`src/rtl/vic_pkg.sv`:
```
package vic_pkg;
    localparam int SRC_N   = 4;
    localparam int IDX_W   = $clog2(SRC_N);
    localparam int PIN_N   = 2;
    localparam int FLAG_N  = 3;
    localparam int EN_N    = 4;
    localparam int FLAG_LO = 4;

    // source order equals priority order (index 0 is highest)
    localparam int SRC_INT = 0;
    localparam int SRC_TMR = 1;
    localparam int SRC_TCK = 2;
    localparam int SRC_PER = 3;

    typedef struct packed {
        logic [FLAG_N-1:0] flag;   // status bits 6:4 -> {tck, tmr, int}
        logic [EN_N-1:0]   en;     // status bits 3:0
        logic              gdis;
        logic              hold;
        logic [IDX_W-1:0]  idx;
        logic              push;
    } vic_state_t;
endpackage

```
`src/rtl/vic_pin_edge.sv`:
```
module vic_pin_edge #(
    parameter int SYNC_N = 2
) (
    input  logic clk,
    input  logic rst_n,
    input  logic pin_i,
    input  logic rise_i,
    output logic edge_o
);
    localparam int SH_W = SYNC_N + 1;

    logic [SH_W-1:0] sh_d, sh_q;

    always_comb begin
        sh_d = {sh_q[SH_W-2:0], pin_i};
    end

    always_ff @(posedge clk or negedge rst_n) begin
        if (!rst_n) sh_q <= '0;
        else        sh_q <= sh_d;
    end

    always_comb begin
        if (rise_i) edge_o =  sh_q[SYNC_N-1] & ~sh_q[SYNC_N];
        else        edge_o = ~sh_q[SYNC_N-1] &  sh_q[SYNC_N];
    end

    // one level transition yields at most one single-cycle pulse
    p_edge_single_r2: assert property (@(posedge clk) disable iff (!rst_n)
        edge_o && $stable(rise_i) |=> !edge_o || !$stable(rise_i));
endmodule

```
`src/rtl/vic_per_reduce.sv`:
```
module vic_per_reduce #(
    parameter int PER_N = 8
) (
    input  logic [PER_N-1:0] flag_i,
    input  logic [PER_N-1:0] en_i,
    output logic             any_o
);
    logic [PER_N-1:0] masked;

    always_comb begin
        for (int i = 0; i < PER_N; i++) masked[i] = flag_i[i] & en_i[i];
        any_o = |masked;
    end
endmodule

```
`src/rtl/vic_prio_arb.sv`:
```
module vic_prio_arb #(
    parameter int N     = 4,
    parameter int IDX_W = $clog2(N)
) (
    input  logic             clk,
    input  logic             rst_n,
    input  logic [N-1:0]     act_i,
    output logic             any_o,
    output logic [IDX_W-1:0] idx_o
);
    logic [N-1:0] grant;
    logic [N-1:0] above;

    generate
        for (genvar g = 0; g < N; g++) begin : g_lane
            if (g == 0) begin : g_top
                assign above[g] = 1'b0;
            end else begin : g_rest
                assign above[g] = above[g-1] | act_i[g-1];
            end
            assign grant[g] = act_i[g] & ~above[g];
        end
    endgenerate

    always_comb begin
        idx_o = '0;
        for (int i = 0; i < N; i++) begin
            if (grant[i]) idx_o = IDX_W'(i);
        end
        any_o = |act_i;
    end

    // at most one source wins, and the lowest active index wins
    p_grant_onehot_r8: assert property (@(posedge clk) disable iff (!rst_n)
        $onehot0(grant) && (any_o == (grant != '0)));
    p_grant_first_r8: assert property (@(posedge clk) disable iff (!rst_n)
        act_i[0] |-> grant[0]);
endmodule

```
`src/rtl/vec_irq_ctrl.sv`:
```
module vec_irq_ctrl
    import vic_pkg::*;
#(
    parameter int              PER_N    = 8,
    parameter int              SYNC_N   = 2,
    parameter int              VEC_W    = 16,
    parameter logic [15:0]     VEC_BASE = 16'h0008,
    parameter logic [15:0]     VEC_STEP = 16'h0008
) (
    input  logic             clk,
    input  logic             rst_n,
    input  logic             int_pin_i,
    input  logic             tck_pin_i,
    input  logic             int_rise_i,
    input  logic             tck_rise_i,
    input  logic             tmr_ovf_i,
    input  logic [PER_N-1:0] per_flag_i,
    input  logic [PER_N-1:0] per_en_i,
    input  logic             stat_we_i,
    input  logic [6:0]       stat_wdata_i,
    input  logic             mask_all_i,
    input  logic             ack_i,
    input  logic             reti_i,
    output logic [7:0]       stat_o,
    output logic             gdis_o,
    output logic             irq_o,
    output logic [VEC_W-1:0] vec_o,
    output logic             push_o,
    output logic             wake_o
);
    vic_state_t st_d, st_q;

    logic [PIN_N-1:0] pin_lvl, pin_rise, pin_edge;
    logic             per_any;
    logic [SRC_N-1:0] act;
    logic             win_any;
    logic [IDX_W-1:0] win_idx;
    logic [FLAG_N-1:0] evt;
    logic [FLAG_N-1:0] clr;

    assign pin_lvl  = {tck_pin_i, int_pin_i};
    assign pin_rise = {tck_rise_i, int_rise_i};

    generate
        for (genvar g = 0; g < PIN_N; g++) begin : g_pin
            vic_pin_edge #(.SYNC_N(SYNC_N)) u_edge (
                .clk    (clk),
                .rst_n  (rst_n),
                .pin_i  (pin_lvl[g]),
                .rise_i (pin_rise[g]),
                .edge_o (pin_edge[g])
            );
        end
    endgenerate

    vic_per_reduce #(.PER_N(PER_N)) u_per (
        .flag_i (per_flag_i),
        .en_i   (per_en_i),
        .any_o  (per_any)
    );

    always_comb begin
        act[SRC_INT] = st_q.flag[0] & st_q.en[0];
        act[SRC_TMR] = st_q.flag[1] & st_q.en[1];
        act[SRC_TCK] = st_q.flag[2] & st_q.en[2];
        act[SRC_PER] = per_any      & st_q.en[3];
    end

    vic_prio_arb #(.N(SRC_N), .IDX_W(IDX_W)) u_arb (
        .clk   (clk),
        .rst_n (rst_n),
        .act_i (act),
        .any_o (win_any),
        .idx_o (win_idx)
    );

    always_comb begin
        st_d      = st_q;
        st_d.push = 1'b0;

        evt = {pin_edge[1], tmr_ovf_i, pin_edge[0]};
        clr = '0;
        if (stat_we_i) begin
            st_d.en = stat_wdata_i[EN_N-1:0];
            clr     = ~stat_wdata_i[FLAG_LO+FLAG_N-1:FLAG_LO];
        end
        st_d.flag = (st_q.flag & ~clr) | evt;

        if (reti_i) st_d.gdis = 1'b0;

        if (st_q.hold) begin
            if (ack_i) begin
                st_d.hold = 1'b0;
                st_d.gdis = 1'b1;
                st_d.push = 1'b1;
            end
        end else if (!st_q.gdis && win_any) begin
            st_d.hold = 1'b1;
            st_d.idx  = win_idx;
        end

        if (mask_all_i) st_d.gdis = 1'b1;
    end

    always_ff @(posedge clk or negedge rst_n) begin
        if (!rst_n) begin
            st_q      <= '0;
            st_q.gdis <= 1'b1;
        end else begin
            st_q <= st_d;
        end
    end

    assign stat_o = {per_any, st_q.flag, st_q.en};
    assign gdis_o = st_q.gdis;
    assign irq_o  = st_q.hold;
    assign vec_o  = VEC_W'(VEC_BASE + VEC_STEP * 16'(st_q.idx));
    assign push_o = st_q.push;
    assign wake_o = act[SRC_INT] | act[SRC_TCK] | act[SRC_PER];

    // a raised request holds with a steady vector until acknowledged
    p_vec_hold_r9: assert property (@(posedge clk) disable iff (!rst_n)
        irq_o && !ack_i |=> irq_o && $stable(vec_o));
    // a request only rises out of the enabled state
    p_raise_enabled_r9: assert property (@(posedge clk) disable iff (!rst_n)
        $rose(irq_o) |-> !$past(gdis_o));
    // acceptance disables, strobes push and drops the request
    p_accept_r10: assert property (@(posedge clk) disable iff (!rst_n)
        irq_o && ack_i |=> gdis_o && push_o && !irq_o);
    p_push_single_r10: assert property (@(posedge clk) disable iff (!rst_n)
        push_o |=> !push_o);
    // the global disable bit falls only after return-from-interrupt
    p_gdis_clear_r11: assert property (@(posedge clk) disable iff (!rst_n)
        $fell(gdis_o) |-> $past(reti_i));
    // a timer pulse always lands in its flag
    p_tmr_flag_r5: assert property (@(posedge clk) disable iff (!rst_n)
        tmr_ovf_i |=> stat_o[5]);
endmodule

```
`config.mk`:
```
export PLATFORM = sky130hd
export DESIGN_NAME = vec_irq_ctrl
export DESIGN_NICKNAME = d
export VERILOG_FILES = /design/src/rtl/vic_pkg.sv /design/src/rtl/vic_pin_edge.sv /design/src/rtl/vic_per_reduce.sv /design/src/rtl/vic_prio_arb.sv /design/src/rtl/vec_irq_ctrl.sv
export SDC_FILE = /design/constraint.sdc
export NUM_CORES = 1
export LEC_CHECK = 0
export ABC_AREA = 1
export BUFFER_PORTS_ARGS = -buffer_cell sky130_fd_sc_hd__buf_2
export CAP_MARGIN = 20
export CORE_ASPECT_RATIO = 0.8
export CORE_UTILIZATION = 41
export DETAILED_ROUTE_END_ITERATION = 7
export GPL_ROUTABILITY_DRIVEN = 1
export HOLD_SLACK_MARGIN = 0.15
export PLACE_DENSITY = 0.79
export SLEW_MARGIN = 10
export SYNTH_ARGS = -nofsm -noshare
export SYNTH_HDL_FRONTEND = slang
export SYNTH_SLANG_ARGS = --single-unit
export TNS_END_PERCENT = 10
```
`constraint.sdc`:
```
create_clock -name clk -period 1.1 [get_ports clk]
set_input_delay 0.275 -clock clk [delete_from_list [all_inputs] [get_ports clk]]
set_output_delay 0.275 -clock clk [all_outputs]
set_load 0.01 [all_outputs]
```
==> results.tsv, run 1 <==
stage	metric	value	unit
status	outcome	complete, but fails checks	
status	violations	setup timing	
route	route.met3.wl	111	µm
yosys	avgSynthCellArea	8.47	µm²
route	wl_met1	720	µm
cts	cts_sinks	18	
setup_path	reg2reg_from	stat_o[4]	
route	vias	823	
yosys	synth_top_family_by_area	simple AND/OR/NAND/NOR gates	
timing	max_freq	727	MHz
timing	period_share	125	%
floorplan	dieArea	0.00247	mm²
grt	track_usage	15.9	%
setup_path	cp_data_arrival_time	1.10	ns
timing	rsz0062_at_grt	yes	
cts	root_buffer	clkbuf_4	
yosys	synth_mux_area_share	0	%
yosys	synth_cell_type_count	15	
min_path	hold_path.class	input port to flop	
yosys	netlist_top_cells_area	dfrtp_1 46%, buf_4 17%, nand2_1 14%	
cts	clk_pin_slew	0.10	ns
route	vias_per_cell	4.38	
yosys	yosysMostFrequentCell	nand2_1	
grt	grt_max_degree	19	
yosys	synthAdderAreaFrac	1.34	%
route	drt_iter0_markers	16	
floorplan	start_util	43.2	%
cells_and_area	antennaDiodeCount	0	
cells_and_area	drive_gt1_share	41.7	%
timing	finalSetupViolations	13	
cells_and_area	syn2layout_area_growth	34.4	%
power	peakVddDrop	0.920	mV
yosys	synth_xor_area_share	0	%
cells_and_area	final_area	0.00125	mm²
grt	grt_pass1_vias	778	
placed_design	port_buffers	48	
min_path	min_from	tmr_ovf_i	
yosys	yosys.area.top_type_share	45.6	%
power	leakagePower	0.731	nW
yosys	synth-edff-count	0	
route	firstDrtPassIters	3	
yosys	ys_seq_area_share	48.5	%
floorplan	fp.dieH	44.6	µm
grt	antenna_found_initial	0	
route	drcViolationCount	0	
yosys	ys_ff_latch	18	
yosys	syn_area	932	µm²
timing	hold_violations	0	
yosys	ys_warn_count	0	
grt	overflow	0	
floorplan	die_w	55.3	µm
route	highest_layer	met4	
placed_design	place_ws	-0.123	ns
timing	worst_slack	-0.276	ns
timing	tns	-1.48	ns
yosys	ys_top_cells_by_count	36 x nand2_1, 21 x buf_4, 17 x dfrtp_1	
job	drv_cap	0	
cells_and_area	final_nets	199	
floorplan	std_cell_rows	15	
yosys	synth-simple-area-share	26.0	%
route	drtAntennaViolNets	0	
setup_path	cp_max_fo	2	
setup_path	required	0.82	ns
floorplan	coreArea	0.00216	mm²
placed_design	hpwlAfterDp	1.44	mm
cts	clk_latency	0.29	ns
cts	cts_inserted_buffers	3	
setup_path	start_kind	flop	
setup_path	setup.worst_path.start	st_q[1]	
yosys	synth_area_leader_cell	dfrtp_1	
cts	cts_max_level	1	
timing	final-max-slew-violation-count	0	
timing	min_period	1.38	ns
setup_path	cp-end-kind	primary output	
power	powerDensity	1390	mW/mm²
yosys	synth-main-ff-cell	dfrtp_1	
yosys	syn-instance-count	110	
route	wl_met2	940	µm
route	wire_per_inst	9.54	µm
cells_and_area	post-route-util	58.0	%
yosys	async_flop_share	100	%
placed_design	place_congestion	0.754	
cts	cts_buffer_depth	2	
route	wirelength	1.79	mm
placed_design	dpl_cell_area	0.00113	mm²
grt	grt_pass1_wl	2.98	mm
floorplan	ios	62	
yosys	synth_compound_area_share	3.62	%
timing	finalClockSkew	0.00120	ns
setup_path	worstSetupPathType	flop to primary output	
cts	cts_tree	done	
-- per-stage QoR --
stage               cells  hold slack (ns)  power [mW]
floorplan             122          -0.0206        1.13
global placement      179            0.213        1.28
detailed placement    179            0.219        1.30
CTS                   187            0.160        1.74
global route          188            0.177        1.86
finish                188            0.166        1.75
-- logic make-up (layout without fill, tap and decap cells) --
| family | after synthesis | after routing |
|---|---|---|
| simple gates | 55 | 55 |
| buf+inv | 29 | 70 |
| flops | 18 | 18 |
| compound gates | 6 | 6 |
| fa+ha+maj | 1 | 1 |
| other cells | 1 | 13 |
-- flip-flops by register name, indices dropped and copies added (netlist names) --
name / flops
stat_o: 7
g_pin.u_edge.sh_q: 6
irq_o: 1
st_q: 2
push_o: 1
gdis_o: 1
-- critical path, stage by stage (launching register included) --
cell	delay, ns
dfrtp_1	0.39
ha_1	0.29
buf_2	0.14
-- worst paths after layout --
path                                           end  slack (ns)  depth (start not counted)
min in group asynchronous  g_pin[0].u_edge.sh_q[0]        0.42                          2
setup reg to reg                             irq_o        0.03                          6
max in group asynchronous                   gdis_o        0.36                          2
setup / recovery                          vec_o[4]       -0.28                          2
hold reg to reg            g_pin[0].u_edge.sh_q[1]        0.36                          0
hold / removal                           stat_o[5]        0.17                          3
-- where the power goes --
group	switching [mW]	internal (mW)	leakage, nW
sequential	0.0591	0.748	0.214
clock	0.194	0.202	0.0210
combinational	0.272	0.272	0.496
total	0.524	1.22	0.731
-- layout make-up --
type / count / area [µm²]
Fill cell: 193 / 906
Sequential cell: 18 / 452
Timing Repair Buffer: 58 / 360
Multi-Input combinational cell: 75 / 343
Clock buffer: 4 / 36.3
Tap cell: 25 / 31.3
Inverter: 8 / 30.0
-- repair_timing --
action / CTS / global route
hold buffers: 4 / 0
setup endpoints to repair: 14 / 18
resized for setup: 5 / 3
hold endpoints to repair: 20 / 0
pin swaps: 3 / 7
buffers inserted: 0 / 1
-- layout by cell type (no fill, tap or decap), drive strengths merged --
| master | Yosys | layout |
|---|---|---|
| nand3b | 3 | 3 |
| nand3 | 6 | 6 |
| nor3 | 2 | 2 |
| nor2 | 4 | 4 |
| conb | 1 | 13 |
| o21ai | 5 | 5 |
| inv | 8 | 8 |
| nand2 | 40 | 40 |
| clkbuf | 0 | 4 |
| dfrtp | 17 | 17 |
| dlygate4sd3 | 0 | 4 |
| ha | 1 | 1 |
| a21oi | 1 | 1 |
| buf | 21 | 54 |
| dfstp | 1 | 1 |
-- layer usage --
| metal | up-vias | global-route usage (%) |
|---|---|---|
| met5 | - | 0 |
| met4 | 0 | 8.00 |
| met3 | 5 | 5.56 |
| met2 | 34 | 30.1 |
| met1 | 372 | 15.8 |
| li1 | 412 | - |
Note: power is estimated with default switching activity, not from simulation.
==> run 2: changes to the inputs <==
Settings changed: ABC_AREA 1 to 0, CORE_UTILIZATION 41 to 40, PLACE_DENSITY 0.79 to 0.78.
==> run 2 against run 1 <==
Against the previous run:
- the run still ends with setup timing left
- wire length is 8.4% higher
- flip-flop and latch count stayed put
- sequential power is 0.5% higher
- maximum frequency is 2.7% lower
- first-iteration DRC count is 75% lower
- core utilization is 6.6 points higher
- global-route usage is 0.60 points higher
- worst setup slack worse by 0.038 ns
==> results.tsv, run 2 <==
stage	metric	value	unit
status	outcome	complete, but fails checks	
status	violations	setup timing	
timing	finalClockSkew	0.00160	ns
route	drtAntennaViolNets	0	
route	firstDrtPassIters	2	
yosys	yosysMostFrequentCell	buf_4	
grt	grt_pass1_wl	3.10	mm
power	p_switching	598	µW
setup_path	cp.buffers_inverters	2	
timing	final-max-slew-violation-count	0	
yosys	synth_cell_type_count	25	
yosys	avgSynthCellArea	11.0	µm²
setup_path	cp_cell_sequence	buf_2 -> a22oi_2 -> nand4_2 -> a22oi_2 -> nand2_1 -> buf_2	
setup_path	cp_max_fo	4	
setup_path	cp_data_arrival_time	1.14	ns
route	drt_iter0_markers	4	
yosys	synth-edff-count	0	
timing	min_period	1.41	ns
cells_and_area	antennaDiodeCount	0	
cts	cts_max_level	1	
yosys	ys_seq_area_share	49.4	%
power	intPower	1.42	mW
setup_path	cp_top_family	compound AO/OA/AOI/OAI gates	
grt	track_usage	16.5	%
cts	cts_buffer_depth	2	
cells_and_area	drive_gt1_share	57.8	%
grt	grt_max_degree	19	
cells_and_area	post-route-util	64.6	%
floorplan	coreArea	0.00216	mm²
floorplan	fp.dieH	44.8	µm
setup_path	cp-end-kind	primary output	
grt	grt_pass1_vias	757	
floorplan	std_cell_rows	15	
yosys	yosys.area.top_type_share	46.5	%
setup_path	critPathSlowestCell	a22oi_2	
timing	tns	-2.40	ns
cts	cts_inserted_buffers	3	
route	vias_per_cell	4.55	
route	wire_per_inst	11.3	µm
yosys	netlist_top_cells_area	dfrtp_1 47%, buf_4 17%, a22oi_2 5.5%	
yosys	syn-instance-count	83	
yosys	ys_ff_latch	18	
grt	overflow	0	
placed_design	place_congestion	0.789	
power	power.share.clock	19.9	%
route	drcViolationCount	0	
cts	clk_latency	0.29	ns
cells_and_area	final_common_cell	buf_2	
route	wirelength	1.95	mm
power	powerDensity	1450	mW/mm²
route	vias	783	
cells_and_area	final_nets	183	
cts	root_buffer	clkbuf_4	
timing	period_share	129	%
placed_design	place_ws	-0.324	ns
cells_and_area	nFillCells	176	
setup_path	required	0.82	ns
cts	cts_sinks	18	
setup_path	start_kind	input port	
cells_and_area	largest_reg_flops	7	
timing	max_freq	707	MHz
timing	rsz0062_at_grt	yes	
cells_and_area	mostFrequentLayoutCells	38 x buf_2, 21 x buf_6, 17 x dfrtp_1	
yosys	synth_area_leader_cell	dfrtp_1	
placed_design	port_buffers	48	
timing	hold_violations	0	
placed_design	hpwlAfterDp	1.44	mm
yosys	synth-main-ff-cell	dfrtp_1	
cells_and_area	syn2layout_area_growth	52.5	%
min_path	hold_path.class	input port to flop	
yosys	ys_warn_count	0	
power	peakVddDrop	1.08	mV
power	combPwrFrac	40.0	%
floorplan	ios	62	
floorplan	dieArea	0.00248	mm²
setup_path	worstSetupPathType	input port to primary output	
yosys	syn_area	915	µm²
timing	finalSetupViolations	17	
power	leakagePower	0.722	nW
yosys	async_flop_share	100	%
yosys	ys_top_cells_by_count	21 x buf_4, 17 x dfrtp_1, 7 x nand2_1	
power	seqPwrFrac	40.2	%
job	drv_cap	0	
cts	clk_pin_slew	0.10	ns
power	swShare	29.6	%
cts	cts_tree	done	
floorplan	die_w	55.5	µm
timing	worst_slack	-0.315	ns
grt	antenna_found_initial	0	
setup_path	critical_path.max_stage_delay	0.19	ns
floorplan	start_util	42.4	%
[run 2: cell count changes after synthesis, moves of 2 or more]
| cell | change |
|---|---|
| a22oi_2 | +4 |
| inv_1 | -3 |
| mux2_2 | +4 |
| nand2_1 | -29 |
| nand2_2 | -4 |
| nand3_1 | -4 |
| nand3b_1 | -2 |
| nor2_1 | +2 |
| nor2_2 | -2 |
| nor3_1 | -2 |
| o21ai_0 | -2 |
[run 2: kinds of logic after synthesis]
family          synth area share [%]
compound gates                  14.5
other cells                    0.410
buf+inv                         19.3
flops                           49.4
mux                             4.92
fa+ha+maj                       1.37
simple gates                    10.1
[run 2: what timing repair did]
action                                  CTS  global route
hold buffers                              3             0
endpoints found under the setup margin   16            18
pin swaps                                 5             3
setup buffers                             2             2
gates resized for setup                  16            10
hold endpoints to repair                 19             0
[run 2: layout make-up]
type | count | area, µm² | area share [%]
Timing Repair Buffer | 69 | 509 | 36.5
Sequential cell | 18 | 452 | 32.4
Multi-Input combinational cell | 51 | 345 | 24.8
Clock buffer | 4 | 36.3 | 2.60
Tap cell | 25 | 31.3 | 2.24
Inverter | 5 | 21.3 | 1.52
[run 2: metrics by stage]
step | cell area [µm²] | hold WS [ns] | power [mW] | cells
floorplan | 960 | -0.0206 | 1.15 | 95
global placement | 1180 | 0.213 | 1.38 | 161
detailed placement | 1180 | 0.216 | 1.40 | 161
CTS | 1340 | 0.170 | 1.95 | 170
global route | 1400 | 0.162 | 2.15 | 172
finish | 1400 | 0.172 | 2.02 | 172
[run 2: per-layer routing]
metal	vias up	global-route usage (%)	routed length, µm
li1	379	-	-
met1	365	18.9	805
met2	37	31.3	1010
met3	2	4.58	112
met4	0	4.00	17
met5	-	0	0
[run 2: power groups by stage]
stage          Combinational (mW)  Sequential (mW)  Clock [mW]
6_report                    0.807            0.811       0.401
5_1_grt                     0.881            0.823       0.448
4_1_cts                     0.738            0.807       0.409
3_5_place_dp                0.583            0.815           0
3_3_place_gp                0.569            0.813           0
2_1_floorplan               0.324            0.826           0
[run 2: worst paths after layout]
check | startpoint | endpoint | slack, ns | cells past startpoint
worst min register to register | g_pin[0].u_edge.sh_q[0] | g_pin[0].u_edge.sh_q[1] | 0.36 | 0
worst max register to register | stat_o[6] | st_q[2] | -0.07 | 5
worst max-delay path | per_flag_i[2] | wake_o | -0.31 | 6
max in group asynchronous | rst_n | gdis_o | 0.35 | 2
min in group asynchronous | rst_n | g_pin[0].u_edge.sh_q[0] | 0.44 | 2
worst min-delay path | mask_all_i | gdis_o | 0.17 | 2
==> run 3: changes to the inputs <==
Settings changed: SKIP_LAST_GASP set to 1.
==> run 3 against run 2 <==
Against the previous run:
- the flow still finishes with violations (setup timing)
- flip-flop and latch count unchanged
- sequential share of layout area grew 2.4 points
- register-to-register slack got worse by 0.08 ns
- clock power is essentially flat
- global-route usage shrank 0.71 points
- wire length decreased by 3.1%
- combinational power down 19%
- total power down 8.5%
- die area is the same
- core utilization is 4.5 points lower
- critical path type is now flop to primary output
- largest power group unchanged
==> results.tsv, run 3 (same netlist as run 2, synthesis figures left out) <==
stage	metric	value	unit
route	drtAntennaViolNets	0	
floorplan	std_cell_rows	15	
cts	cts_sinks	18	
timing	finalClockSkew	0.000781	ns
power	peakVddDrop	1.13	mV
setup_path	reg2reg_setup_slack	-0.15	ns
cells_and_area	largest_reg_flops	7	
floorplan	coreArea	0.00216	mm²
cells_and_area	final_area	0.00130	mm²
setup_path	start_kind	flop	
route	firstDrtPassIters	4	
status	violations	setup timing	
floorplan	fp.dieH	44.8	µm
timing	worst_slack	-0.296	ns
route	vias	784	
timing	period_share	127	%
route	drt_iter0_markers	8	
timing	max_freq	716	MHz
cells_and_area	nFillCells	189	
grt	overflow	0	
placed_design	port_buffers	48	
min_path	hold_path.class	input port to flop	
cts	cts_buffer_depth	2	
cts	root_buffer	clkbuf_4	
route	wirelength	1.89	mm
grt	antenna_found_initial	0	
cells_and_area	mostFrequentLayoutCells	45 x buf_2, 18 x buf_4, 17 x dfrtp_1	
grt	track_usage	15.8	%
grt	grt_pass1_wl	2.96	mm
setup_path	cp_max_fo	3	
timing	final-max-slew-violation-count	0	
setup_path	required	0.82	ns
cells_and_area	post-route-util	60.2	%
cells_and_area	antennaDiodeCount	0	
cells_and_area	final_common_cell	buf_2	
setup_path	worstSetupPathType	flop to primary output	
grt	grt_max_degree	19	
placed_design	dpl_cell_area	0.00118	mm²
floorplan	start_util	42.4	%
status	outcome	complete, but fails checks	
timing	hold_violations	0	
cts	clk_latency	0.29	ns
timing	min_period	1.40	ns
floorplan	ios	62	
cells_and_area	syn2layout_area_growth	42.0	%
setup_path	cp_data_arrival_time	1.12	ns
power	powerDensity	1420	mW/mm²
cts	clk_pin_slew	0.10	ns
floorplan	die_w	55.5	µm
power	leakagePower	0.694	nW
cells_and_area	final_nets	183	
cells_and_area	drive_gt1_share	55.8	%
route	vias_per_cell	4.56	
cts	cts_tree	done	
route	drcViolationCount	0	
timing	tns	-2.73	ns
timing	rsz0062_at_grt	yes	
timing	finalSetupViolations	17	
job	drv_cap	0	
grt	grt_pass1_vias	712	
route	wire_per_inst	11.0	µm
placed_design	place_congestion	0.789	
cts	cts_inserted_buffers	3	
cts	cts_max_level	1	
floorplan	dieArea	0.00248	mm²
placed_design	place_ws	-0.324	ns
setup_path	cp-end-kind	primary output	
placed_design	hpwlAfterDp	1.44	mm
==> run 3: repair_timing <==
action	4_1_cts	5_1_grt
pin swaps	2	7
hold buffers	3	0
resized for setup	1	3
setup buffers	2	2
endpoints found under the setup margin	16	18
endpoints found under the hold margin	19	0
==> run 3: layout make-up <==
type	instances	area, µm²	area share, %
Tap cell	25	31.3	2.41
Sequential cell	18	452	34.8
Clock buffer	4	36.3	2.79
Inverter	5	18.8	1.45
Timing Repair Buffer	69	424	32.7
Multi-Input combinational cell	51	337	25.9
==> run 3: power breakdown <==
part | total (mW) | leakage (nW) | switching, mW | internal (mW)
Sequential | 0.800 | 0.212 | 0.0492 | 0.750
Combinational | 0.650 | 0.461 | 0.300 | 0.350
Clock | 0.398 | 0.0210 | 0.197 | 0.202
Total | 1.85 | 0.694 | 0.546 | 1.30
==> run 3: routing by layer <==
metal  GRT usage [%]  routed length (µm)
met4            4.00                   0
met1            18.3                 756
met5               0                   0
met2            29.2                 997
met3            4.87                 131
==> run 3: worst paths after layout <==
path	from	depth (start not counted)	endpoint
setup / recovery	stat_o[2]	3	wake_o
min in group asynchronous	rst_n	2	stat_o[4]
max in group asynchronous	rst_n	2	gdis_o
setup reg to reg	stat_o[2]	5	st_q[2]
hold reg to reg	g_pin[0].u_edge.sh_q[0]	0	g_pin[0].u_edge.sh_q[1]
hold / removal	mask_all_i	2	gdis_o
==> run 3: worst max-delay path, cell delays in order, from the launching register on <==
cell and delay (ns):
dfrtp_1 0.42, a22oi_2 0.21, nand2_1 0.07, buf_2 0.13
==> run 3: stage by stage <==
stage          instances  power [mW]  hold slack [ns]
4_1_cts              170        1.84            0.170
3_3_place_gp         161        1.38            0.213
2_1_floorplan         95        1.15          -0.0206
3_5_place_dp         161        1.40            0.216
5_1_grt              172        1.98            0.162
6_report             172        1.85            0.172
